[src/rtl/hdlc_rx_pkg.sv]
package hdlc_rx_pkg;

   typedef enum logic [1:0] {
      ST_IDLE = 2'd0,
      ST_RECV = 2'd1,
      ST_DROP = 2'd2
   } rx_state_e;

   localparam logic [15:0] C16_PRESET  = 16'hFFFF;
   localparam logic [15:0] C16_RESIDUE = 16'hF0B8;
   localparam logic [15:0] C16_POLY    = 16'h8408;
   localparam logic [31:0] C32_PRESET  = 32'hFFFF_FFFF;
   localparam logic [31:0] C32_RESIDUE = 32'hDEBB_20E3;
   localparam logic [31:0] C32_POLY    = 32'hEDB8_8320;

   localparam int BIT_VALID = 7;
   localparam int BIT_CRCOK = 5;
   localparam int BIT_ABORT = 4;

   function automatic logic [15:0] crc16_step(input logic [15:0] c, input logic [7:0] d);
      logic [15:0] r;
      r = c;
      for (int i = 0; i < 8; i++) begin
         if (r[0] ^ d[i]) r = (r >> 1) ^ C16_POLY;
         else             r = r >> 1;
      end
      return r;
   endfunction

   function automatic logic [31:0] crc32_step(input logic [31:0] c, input logic [7:0] d);
      logic [31:0] r;
      r = c;
      for (int i = 0; i < 8; i++) begin
         if (r[0] ^ d[i]) r = (r >> 1) ^ C32_POLY;
         else             r = r >> 1;
      end
      return r;
   endfunction

   function automatic logic [7:0] pack_status(input logic vld, input logic crc_ok, input logic abrt);
      logic [7:0] s;
      s = 8'h00;
      s[BIT_VALID] = vld;
      s[BIT_CRCOK] = crc_ok;
      s[BIT_ABORT] = abrt;
      return s;
   endfunction

endpackage

[src/rtl/hdlc_crc_unit.sv]
module hdlc_crc_unit
   import hdlc_rx_pkg::*;
#(
   parameter int SUPPORT_CRC32 = 1
) (
   input  logic       clk,
   input  logic       rst_n,
   input  logic       step,
   input  logic       restart,
   input  logic [7:0] din,
   input  logic       use32,
   output logic       crc_ok
);

   logic [15:0] c16_q;
   logic        ok16;
   logic        ok32;

   always_ff @(posedge clk or negedge rst_n) begin
      if (!rst_n)    c16_q <= C16_PRESET;
      else if (step) c16_q <= crc16_step(restart ? C16_PRESET : c16_q, din);
   end

   assign ok16 = (c16_q == C16_RESIDUE);

   generate
      if (SUPPORT_CRC32 != 0) begin : g_c32
         logic [31:0] c32_q;
         always_ff @(posedge clk or negedge rst_n) begin
            if (!rst_n)    c32_q <= C32_PRESET;
            else if (step) c32_q <= crc32_step(restart ? C32_PRESET : c32_q, din);
         end
         assign ok32 = (c32_q == C32_RESIDUE);
      end else begin : g_no32
         assign ok32 = 1'b0;
      end
   endgenerate

   assign crc_ok = use32 ? ok32 : ok16;

endmodule

[src/rtl/hdlc_hold_line.sv]
module hdlc_hold_line #(
   parameter int MAX_HOLD = 4,
   parameter int DEPTH_W  = $clog2(MAX_HOLD + 1)
) (
   input  logic               clk,
   input  logic               rst_n,
   input  logic               push,
   input  logic               restart,
   input  logic [7:0]         din,
   input  logic [DEPTH_W-1:0] depth,
   output logic               emit,
   output logic [7:0]         emit_data
);

   logic [7:0]         sr [MAX_HOLD];
   logic [DEPTH_W-1:0] fill_q;
   logic [DEPTH_W-1:0] fill_eff;

   if (MAX_HOLD < 1) begin : g_bad_depth
      $error("hdlc_hold_line: MAX_HOLD must be at least 1");
   end

   assign fill_eff = restart ? '0 : fill_q;
   assign emit     = push && (fill_eff >= depth);

   always_comb begin
      emit_data = din;
      for (int i = 0; i < MAX_HOLD; i++) begin
         if (depth == DEPTH_W'(i + 1)) emit_data = sr[i];
      end
   end

   always_ff @(posedge clk) begin
      if (push) sr[0] <= din;
   end

   for (genvar g = 1; g < MAX_HOLD; g++) begin : g_shift
      always_ff @(posedge clk) begin
         if (push) sr[g] <= sr[g-1];
      end
   end

   always_ff @(posedge clk or negedge rst_n) begin
      if (!rst_n) fill_q <= '0;
      else if (push) begin
         if (fill_eff != DEPTH_W'(MAX_HOLD)) fill_q <= fill_eff + DEPTH_W'(1);
         else                               fill_q <= fill_eff;
      end
   end

   AST_HOLD_DEPTH_RANGE: assert property (@(posedge clk) disable iff (!rst_n)
      push |-> (depth <= DEPTH_W'(MAX_HOLD)));

endmodule

[src/rtl/hdlc_len_guard.sv]
module hdlc_len_guard #(
   parameter int RL_W   = 11,
   parameter int BLK_SH = 5,
   parameter int CNT_W  = RL_W + BLK_SH + 1
) (
   input  logic             clk,
   input  logic             rst_n,
   input  logic             step,
   input  logic             restart,
   input  logic             en,
   input  logic [RL_W-1:0]  blocks,
   output logic [CNT_W-1:0] count,
   output logic             over
);

   logic [CNT_W-1:0] count_q;
   logic [CNT_W-1:0] limit;

   if (CNT_W < RL_W + BLK_SH + 1) begin : g_bad_width
      $error("hdlc_len_guard: counter too narrow for the largest limit");
   end

   assign limit = (CNT_W'(blocks) + CNT_W'(1)) << BLK_SH;
   assign over  = step && !restart && en && (count_q == limit);
   assign count = count_q;

   always_ff @(posedge clk or negedge rst_n) begin
      if (!rst_n) count_q <= '0;
      else if (step && !over) count_q <= restart ? CNT_W'(1) : count_q + CNT_W'(1);
   end

   AST_CNT_FROZEN: assert property (@(posedge clk) disable iff (!rst_n)
      over |=> (count_q == $past(count_q)));

endmodule

[src/rtl/hdlc_rx_fcheck.sv]
module hdlc_rx_fcheck
   import hdlc_rx_pkg::*;
#(
   parameter int RL_W          = 11,
   parameter int BLK_SH        = 5,
   parameter int SUPPORT_CRC32 = 1,
   parameter int MAX_HOLD      = 4
) (
   input  logic            clk,
   input  logic            rst_n,
   input  logic            cfg_crc32,
   input  logic            cfg_fwd_crc,
   input  logic            cfg_no_check,
   input  logic            cfg_len_en,
   input  logic [RL_W-1:0] cfg_len_blocks,
   input  logic            in_valid,
   input  logic            in_sof,
   input  logic [7:0]      in_data,
   input  logic            in_eof,
   input  logic            in_abort,
   output logic            out_valid,
   output logic            out_is_status,
   output logic [7:0]      out_data,
   output logic            msg_end_irq
);

   localparam int CNT_W   = RL_W + BLK_SH + 1;
   localparam int DEPTH_W = $clog2(MAX_HOLD + 1);

   if (MAX_HOLD < ((SUPPORT_CRC32 != 0) ? 4 : 2)) begin : g_bad_hold
      $error("hdlc_rx_fcheck: MAX_HOLD too small for the widest FCS");
   end

   rx_state_e          st_q;
   logic               use32;
   logic [DEPTH_W-1:0] fcs_len;
   logic [DEPTH_W-1:0] hold_depth;
   logic [CNT_W-1:0]   min_len;
   logic               take_byte;
   logic               restart;
   logic               push;
   logic               over;
   logic [CNT_W-1:0]   count;
   logic               crc_ok;
   logic               emit;
   logic [7:0]         emit_data;
   logic               end_close;
   logic               end_abort;

   // ---------------- configuration decode ----------------
   assign use32      = (SUPPORT_CRC32 != 0) && cfg_crc32;
   assign fcs_len    = cfg_no_check ? '0 : (use32 ? DEPTH_W'(4) : DEPTH_W'(2));
   assign hold_depth = (cfg_no_check || cfg_fwd_crc) ? '0 : fcs_len;
   assign min_len    = CNT_W'(fcs_len) + CNT_W'(1);

   // ---------------- event decode ----------------
   assign take_byte = in_valid && !in_eof && !in_abort && (in_sof || st_q == ST_RECV);
   assign restart   = take_byte && in_sof;
   assign push      = take_byte && !over;
   assign end_close = in_eof && !in_abort && (st_q == ST_RECV);
   assign end_abort = in_abort && (st_q == ST_RECV);

   hdlc_len_guard #(
      .RL_W   (RL_W),
      .BLK_SH (BLK_SH),
      .CNT_W  (CNT_W)
   ) u_len (
      .clk     (clk),
      .rst_n   (rst_n),
      .step    (take_byte),
      .restart (restart),
      .en      (cfg_len_en),
      .blocks  (cfg_len_blocks),
      .count   (count),
      .over    (over)
   );

   hdlc_crc_unit #(
      .SUPPORT_CRC32 (SUPPORT_CRC32)
   ) u_crc (
      .clk     (clk),
      .rst_n   (rst_n),
      .step    (push),
      .restart (restart),
      .din     (in_data),
      .use32   (use32),
      .crc_ok  (crc_ok)
   );

   hdlc_hold_line #(
      .MAX_HOLD (MAX_HOLD),
      .DEPTH_W  (DEPTH_W)
   ) u_hold (
      .clk       (clk),
      .rst_n     (rst_n),
      .push      (push),
      .restart   (restart),
      .din       (in_data),
      .depth     (hold_depth),
      .emit      (emit),
      .emit_data (emit_data)
   );

   // ---------------- frame state ----------------
   always_ff @(posedge clk or negedge rst_n) begin
      if (!rst_n) st_q <= ST_IDLE;
      else if (in_abort || in_eof)  st_q <= ST_IDLE;
      else if (take_byte && over)   st_q <= ST_DROP;
      else if (restart)             st_q <= ST_RECV;
   end

   // ---------------- output register ----------------
   always_ff @(posedge clk or negedge rst_n) begin
      if (!rst_n) begin
         out_valid     <= 1'b0;
         out_is_status <= 1'b0;
         out_data      <= 8'h00;
         msg_end_irq   <= 1'b0;
      end else begin
         out_valid     <= 1'b0;
         out_is_status <= 1'b0;
         msg_end_irq   <= 1'b0;
         if (end_abort || (take_byte && over)) begin
            out_valid     <= 1'b1;
            out_is_status <= 1'b1;
            out_data      <= pack_status(1'b0, 1'b0, 1'b1);
            msg_end_irq   <= 1'b1;
         end else if (end_close) begin
            out_valid     <= 1'b1;
            out_is_status <= 1'b1;
            out_data      <= pack_status(count >= min_len, !cfg_no_check && crc_ok, 1'b0);
            msg_end_irq   <= 1'b1;
         end else if (emit) begin
            out_valid     <= 1'b1;
            out_data      <= emit_data;
         end
      end
   end

   // ---------------- assertions ----------------
   AST_STATUS_RESERVED: assert property (@(posedge clk) disable iff (!rst_n)
      (out_valid && out_is_status) |-> (out_data[6] == 1'b0 && out_data[3:0] == 4'h0));

   AST_ABORT_EXCLUSIVE: assert property (@(posedge clk) disable iff (!rst_n)
      (out_valid && out_is_status && out_data[BIT_ABORT]) |-> (out_data[7:5] == 3'b000));

   AST_IRQ_SINGLE: assert property (@(posedge clk) disable iff (!rst_n)
      msg_end_irq |=> !msg_end_irq);

   AST_NOCHECK_NO_CRCOK: assert property (@(posedge clk) disable iff (!rst_n)
      (cfg_no_check && end_close) |=> !out_data[BIT_CRCOK]);

   AST_DROP_SILENT: assert property (@(posedge clk) disable iff (!rst_n)
      (st_q == ST_DROP && !restart) |=> !out_valid);

endmodule

[config.mk]
export PLATFORM = sky130hd
export DESIGN_NAME = hdlc_rx_fcheck
export DESIGN_NICKNAME = d
export VERILOG_FILES = /design/src/rtl/hdlc_rx_pkg.sv /design/src/rtl/hdlc_crc_unit.sv /design/src/rtl/hdlc_hold_line.sv /design/src/rtl/hdlc_len_guard.sv /design/src/rtl/hdlc_rx_fcheck.sv
export SDC_FILE = /design/constraint.sdc
export NUM_CORES = 1
export LEC_CHECK = 0
export ABC_AREA = 0
export BUFFER_PORTS_ARGS = -buffer_cell sky130_fd_sc_hd__buf_2
export CORE_AREA = 2 2 133 135
export CTS_CLUSTER_DIAMETER = 200
export DETAILED_ROUTE_END_ITERATION = 10
export DIE_AREA = 0 0 135 137
export SYNTH_ARGS = -nofsm -noshare
export SYNTH_HDL_FRONTEND = slang
export SYNTH_SLANG_ARGS = --single-unit
[constraint.sdc]
create_clock -name clk -period 5.5 [get_ports clk]
set_input_delay 0.275 -clock clk [delete_from_list [all_inputs] [get_ports clk]]
set_output_delay 0.275 -clock clk [all_outputs]
set_load 0.01 [all_outputs]
# == Yosys cells after proc, flatten, opt, wreduce, memory -nomap -nowiden ==
# Memory sizes are Yosys's and may differ from the RTL's.
# Cells that the tools add are included.
# totals
romBits,0
wordCells,137
ff_bits,80
ram_bits,32
in_bits,29
latch_bits,0
n_memories,1
out_inout_bits,11
# mem_list
name,words,word_bits,read_ports,rd_clocked_by_memory_dff,write_ports,line_no,source
u_hold.sr,4,8,4,0,4,hdlc_hold_line.sv:15,logic [7:0] sr [MAX_HOLD];
# classes
bitwise_logic,32
n_lt_le_gt_ge,2
eq_ne,9
n_mux,56
n_mul,0
div,0
n_addsub,4
n_reduce_logical,25
shifts,0
# ops
cell,n
$mux 32,16
$mux 16,16
$not 13->14,8
$mux 8,7
$eq 32x32->1 const B,1
$not 2->3,8
$add 17x1->17 const B,1
$eq 17x17->1,1
$ge 17x4->1,1
$mux 17,1
$eq 16x16->1 const B,1
$xor 1x1->1,16
$mux 3,5
$logic_and 1x1->1,14
$add 11x1->12 const B,1
$mux 1,8
$eq 3x2->1 const B,2
$mux 2,3
$reduce_bool 3->1,2
$logic_not 1->1,5
$add 3x1->4 const B,1
$logic_or 1x1->1,4
$add 3x1->3 const B,1
$eq 3x1->1 const B,1
4 further kinds,4

# == Logic depth before layout (Yosys ltp) ==
# logic_depth
depth_word,32
mapped_depth,11
depth_no_buf,9

# == Cells and area by module ==
# Synthesis repeated with hierarchy kept, for this count alone.
# unflattened
cells_unflattened,669
hier_area_um2,7064.3
# by_module_without_submodules
module,cells_per_inst,instances,area_each_um2
hdlc_crc_unit,328,1,3329.4
hdlc_hold_line,95,1,1537.7
hdlc_len_guard,184,1,1527.7
hdlc_rx_fcheck,62,1,669.4

# == Worst setup path before layout ==
# OpenSTA, ideal clock, no wires.
# synth_path
path_type,input-to-reg
startpoint,input port in_eof
endpoint,register out_valid
setup_slack_ns,3.001
path_stages,11
n_path_buf,4
arrival_ns,2.375
cell_sequence,and4bb_1 > buf_6 > buf_4 > buf_2 > nor2b_1 > ha_1 > a21boi_0 > o21ai_0 > clkbuf_1 > nor2_1 > or2_1
# synth_between
elab_chain_cells,15
elab_cells_between_ends,21
cone_classes,1 x order compare; 4 x mux; 16 x reduce/logical
# synth_lines
item,line_no,source
"start, declared",hdlc_rx_fcheck.sv:19,"input logic in_eof,"
"parallel branches: the longest is 14 deep, another holds $ge 3x3->1",n/a,
$mux 1 (*),hdlc_rx_fcheck.sv:123,if (end_abort || (take_byte && over)) begin
"end signal, assigned",hdlc_rx_fcheck.sv:124,out_valid <= 1'b1;
"end signal, assigned",hdlc_rx_fcheck.sv:129,out_valid <= 1'b1;
"end signal, assigned",hdlc_rx_fcheck.sv:134,out_valid <= 1'b1;
"end, declared",hdlc_rx_fcheck.sv:21,"output logic out_valid,"
# Every way passes the cells marked *.
# A chain may end at the register's enable or synchronous reset.

# == Worst setup path in the final report ==
# layout_path
startpoint,register st_q[1]
endpoint,register u_hold.fill_q[2]
# layout_between
elab_chain_cells,10
elab_cells_between_ends,14
cone_classes,1 x add/sub; 2 x eq/ne; 2 x mux; 9 x reduce/logical
# layout_lines
item,line_no,source
"start, declared",hdlc_rx_fcheck.sv:34,rx_state_e st_q;
"start signal, assigned",hdlc_rx_fcheck.sv:106,if (!rst_n) st_q <= ST_IDLE;
"start signal, assigned",hdlc_rx_fcheck.sv:107,else if (in_abort || in_eof) st_q <= ST_IDLE;
"start signal, assigned",hdlc_rx_fcheck.sv:108,else if (take_byte && over) st_q <= ST_DROP;
$eq 2x1->1 (*),hdlc_rx_fcheck.sv:57,assign take_byte = in_valid && !in_eof && !in_abort && (in_sof || st_q == ST_RECV);
$logic_or 1x1->1 (*),hdlc_rx_fcheck.sv:57,
$logic_and 1x1->1 (*),hdlc_rx_fcheck.sv:57,
"parallel branches: the longest is 7 deep, another holds $add 3x1->3",n/a,
"end signal, assigned",hdlc_hold_line.sv:46,if (fill_eff != DEPTH_W'(MAX_HOLD)) fill_q <= fill_eff + DEPTH_W'(1);
"end signal, assigned",hdlc_hold_line.sv:47,else fill_q <= fill_eff;
"end, declared",hdlc_hold_line.sv:16,logic [DEPTH_W-1:0] fill_q;
# Marked as above.

==> results list <==
- After detailed routing, the average wire length per cell comes to about 18 um.
- When the netlist entered floorplanning its net count stood at 708.
- Relative contribution of the clock network to total power: 0.172
* Number of gates resized after cts: 0
* Starting DRT DRC Count: around 360
* I/O pin count: 40
* Critical path capture point type: register
- Switching share of power: 0.384
- Detail Route met2 WL: between 7 and 8 mm
* Worst ir drop on vdd: 0.296 mV
- In the final layout, the share of cells above drive strength 1 is 0.216.
- At the end of routability-driven placement, the weighted congestion stood at 0.891.
* Cell Int Power: 2.49 mW
* Total Die Area: about 0.018 sq mm
* Max-capacitance violation count: 0
* Comb pwr share: 0.476
* Ys async rst share: 0.714
- The finished layout holds between 900 and 1,000 standard cells, fillers aside.
- The floorplan step set the die width to between 100 and 150 um.
- The max-slew violation count was 0.
- The number of different library cells used by synthesis comes to 64.
- Of the available clock period, the critical path in the final layout requires 0.673.
- Areal power density over the cells: ~550 mW/mm^2
- Kind of launch point of the worst setup path: register
* Die span in y: ~140 um
- The count of endpoints failing hold in the final timing report came to 0.
- Clock tree from TritonCTS: built
- Dividing the synthesized area by the synthesized cell count gives between 10 and 15 sq um.
- The flow ran to the end, and the final reports show no timing, DRC or antenna violations.
- In the final timing run, aggregate negative setup slack is 0 ns.
- Detailed-routing iteration count for the pre-antenna-repair pass: 5
- Summed over all nets, the switching power comes to between 1.5 and 2 mW.
- Antenna violations before repair: 0
- Share of the yosys chip area belonging to registers: 0.449
- Pre-CTS WS: about 1.8 ns
- The clock arrives with around 0.014 ns of skew.
- CTS saw 112 sinks.
- Leftover overflow at the end of global routing: 0
- The number of setup buffers added after CTS is 0.
- Among all stages on the critical path, the largest delay is contributed by nand2_2.
- Via count of the first global-routing pass: 5,072
- The number of hold buffers added after CTS was 1.
- At the pin with the least slew margin, the transition time is 1.04 ns.
- After floorplanning, the core was divided into 48 placement rows.
* Clock transition at the registers of the reported paths: about 0.080 ns
- At the end of the flow the core is filled with cells to 0.435.
- Detailed routing inserted a total of 5,013 vias.
* Amount of wire on met3 after detailed routing: 651 um
* Max incr delay on CP: 0.64 ns
- Count of flip-flops with a built-in enable after synthesis: 32
- Setup Viol. Count Final: 0
* Skew-Pair Late Insertion Delay: between 0.3 and 0.4 ns
- Summed over all instances, the cell type with the most area after synthesis is dfstp_2.
- Remaining antenna violation count after routing: 0
- Primary FF master, synth: dfstp_2
- Synth-to-layout area growth: 10.0%
* Initial Utilization: 0.395
- After layout, the minimum clock period comes to roughly 3.7 ns.
- Count of synthesis-stage warnings from yosys: 0
- Count of antenna diodes in the layout: 0
* Cells along the critical path: and2b_1 > o211ai_1 > buf_4 > a2111o_1 > nor3_2 > nand4_2 > nand2_2 > inv_2 > mux2_2
- Once detailed placement completed, the half-perimeter wirelength came to roughly 11 mm.
- Entering global routing, the biggest net connects 71 pins.
- Smallest setup slack after layout: roughly 1.8 ns
- Inst Count DP: 901
- Highest attainable clock frequency: roughly 270 MHz
- Area share of the largest cell type after synthesis: 0.187
- The region available for standard cell placement spans ~0.017 sq mm.
* Number of instances in the synthesized netlist: 670
- Post-detailed-route DRC marker count: 0
- Dividing the detail-routed via count by the number of cells gives around 5.5.
- In the global route stage, overall resource usage came out at 0.187.
* Largest fanout on the critical path: 60
- The number of buffers and inverters on the critical path is 2.
- At the worst endpoint, the arrival time is a little under 4 ns.
- Number of CTS-inserted buffers: 9
- Synthesized flop and latch total: roughly 110
- The H-tree was split into 3 levels.
* Top cells by area in the synthesized netlist: dfstp_2, edfxtp_1, dfrtp_1
- Data on the critical path is required at its endpoint by 5.75 ns.
* Post-route met1 wirelength: approximately 7.7 mm
* Critical path class: reg -> reg
* Uppermost metal layer occupied by signal nets: met4
- The kind of cell with the highest combined delay along the critical path is simple AND/OR/NAND/NOR gates.
- Counting along the longest clock path gives a buffer depth of 2.
- The worst hold path belongs to the class in -> reg.
* Headroom to the max-slew limit: 0.307
- Number of nets in the finished design: 726
- Wires add up to around 16 mm.
- The first global-routing pass estimated roughly 27 mm of wire.
* Leakage power total: between 2 and 3 nW
- Port buffering added 39 buffers.
- Sequential cell fraction of total power: 0.353
- Root cell of the clock tree: clkbuf_16
- Setup repair after global routing missed its margin: no
* Netlist area before placement: about 0.0067 sq mm
-- path summary, 6_finish.rpt --
kind | from | end | slack [ns] | cells past startpoint
max | st_q[1] | u_hold.fill_q[2] | 1.80 | 9
min | in_eof | st_q[1] | 0.11 | 2
max reg2reg | st_q[1] | u_hold.fill_q[2] | 1.80 | 9
min reg2reg | u_hold.sr[2][5] | u_hold.sr[3][5] | 0.42 | 0
max in group asynchronous | rst_n | u_len.count[14] | 4.07 | 3
min in group asynchronous | rst_n | u_crc.c16_q[3] | 0.47 | 2
-- stage by stage --
stage	hold slack, ns	cell area [sq um]	power, mW
after global placement	0.320	7080	3.32
after global routing	0.0985	7410	4.35
after CTS	0.0923	7410	4.07
after detailed placement	0.328	7080	3.35
after floorplan	-0.0206	6740	2.96
final	0.107	7410	4.05
-- cell families (layout without fill, tap and decap cells) --
kind of cell / Yosys count / in the layout / synth area share
adders and majority gates: 9 / 9 / 0.0167
AOI/OAI and AO/OA: 146 / 146 / 0.120
xor gates and xnor gates: 127 / 127 / 0.182
buffers and inverters: 49 / 72 / 0.0334
DFF: 112 / 112 / 0.449
muxes: 26 / 26 / 0.0410
and+or+nand+nor: 201 / 201 / 0.158
-- per-layer routing --
| metal | global-route usage | vias to the layer above |
|---|---|---|
| li1 | - | 2392 |
| met1 | 0.260 | 2475 |
| met2 | 0.299 | 126 |
| met3 | 0.0389 | 20 |
| met4 | 0.0492 | 0 |
| met5 | 0 | - |
-- flip-flops by register name, summed over array words and instances (netlist names) --
name and cells:
u_crc.g_c32.c32_q 32, u_len.count 17, u_hold.sr 32, u_crc.c16_q 16
msg_end_irq 1, st_q 2, out_valid 1, out_data 8
u_hold.fill_q 3
-- power groups by stage --
stage	Combinational, mW	Clock [mW]	Sequential, mW
global route	2.15	0.747	1.46
CTS	1.93	0.715	1.42
finish	1.93	0.695	1.43
floorplan	1.62	0	1.35
detailed placement	1.92	0	1.43
global placement	1.89	0	1.43
-- synthesized netlist by cell type (all sizes together) (13+ instances only) --
master	instances
a21oi	30
buf	18
clkbuf	21
dfrtp	32
dfstp	48
edfxtp	32
mux2	13
mux2i	13
nand2	23
nand3	17
nor2	76
o21ai	89
xnor2	96
xor2	30
-- area by class of cell --
class	count	area, sq um
inverters	10	37.5
clock buffers	9	225
multi-input cells	509	3490
fillers	1654	9640
repair buffers	46	253
well taps	225	282
flip-flops and latches	112	3020
clock inverters	7	101
-- cells in the final DEF (no fill, tap or decap), types with 3 or more instances in the layout --
cell type | netlist | layout
xnor2_1 | 87 | 87
o21ai_0 | 86 | 86
nor2_1 | 72 | 72
dfstp_2 | 48 | 48
buf_2 | 9 | 38
dfrtp_1 | 32 | 32
edfxtp_1 | 32 | 32
a21oi_1 | 30 | 30
xor2_1 | 30 | 30
nand2_1 | 22 | 22
nand3_1 | 17 | 17
mux2i_1 | 13 | 13
mux2_2 | 13 | 13
nand4_1 | 10 | 10
inv_1 | 9 | 9
nor3_1 | 9 | 9
or3_1 | 9 | 9
ha_1 | 9 | 9
clkbuf_16 | 0 | 9
or2_2 | 7 | 7
o31ai_1 | 7 | 7
or4_1 | 7 | 7
buf_4 | 4 | 7
and2_1 | 6 | 6
xnor2_2 | 6 | 6
nor4_1 | 5 | 5
nand2b_1 | 4 | 4
nor2_2 | 4 | 4
and3_1 | 4 | 4
nor4b_1 | 4 | 4
a31oi_1 | 4 | 4
clkinv_8 | 0 | 4
and4_1 | 4 | 3
nand4b_1 | 3 | 3
xnor2_4 | 3 | 3
o21ai_1 | 3 | 3
(Power assumes the default switching activity.)
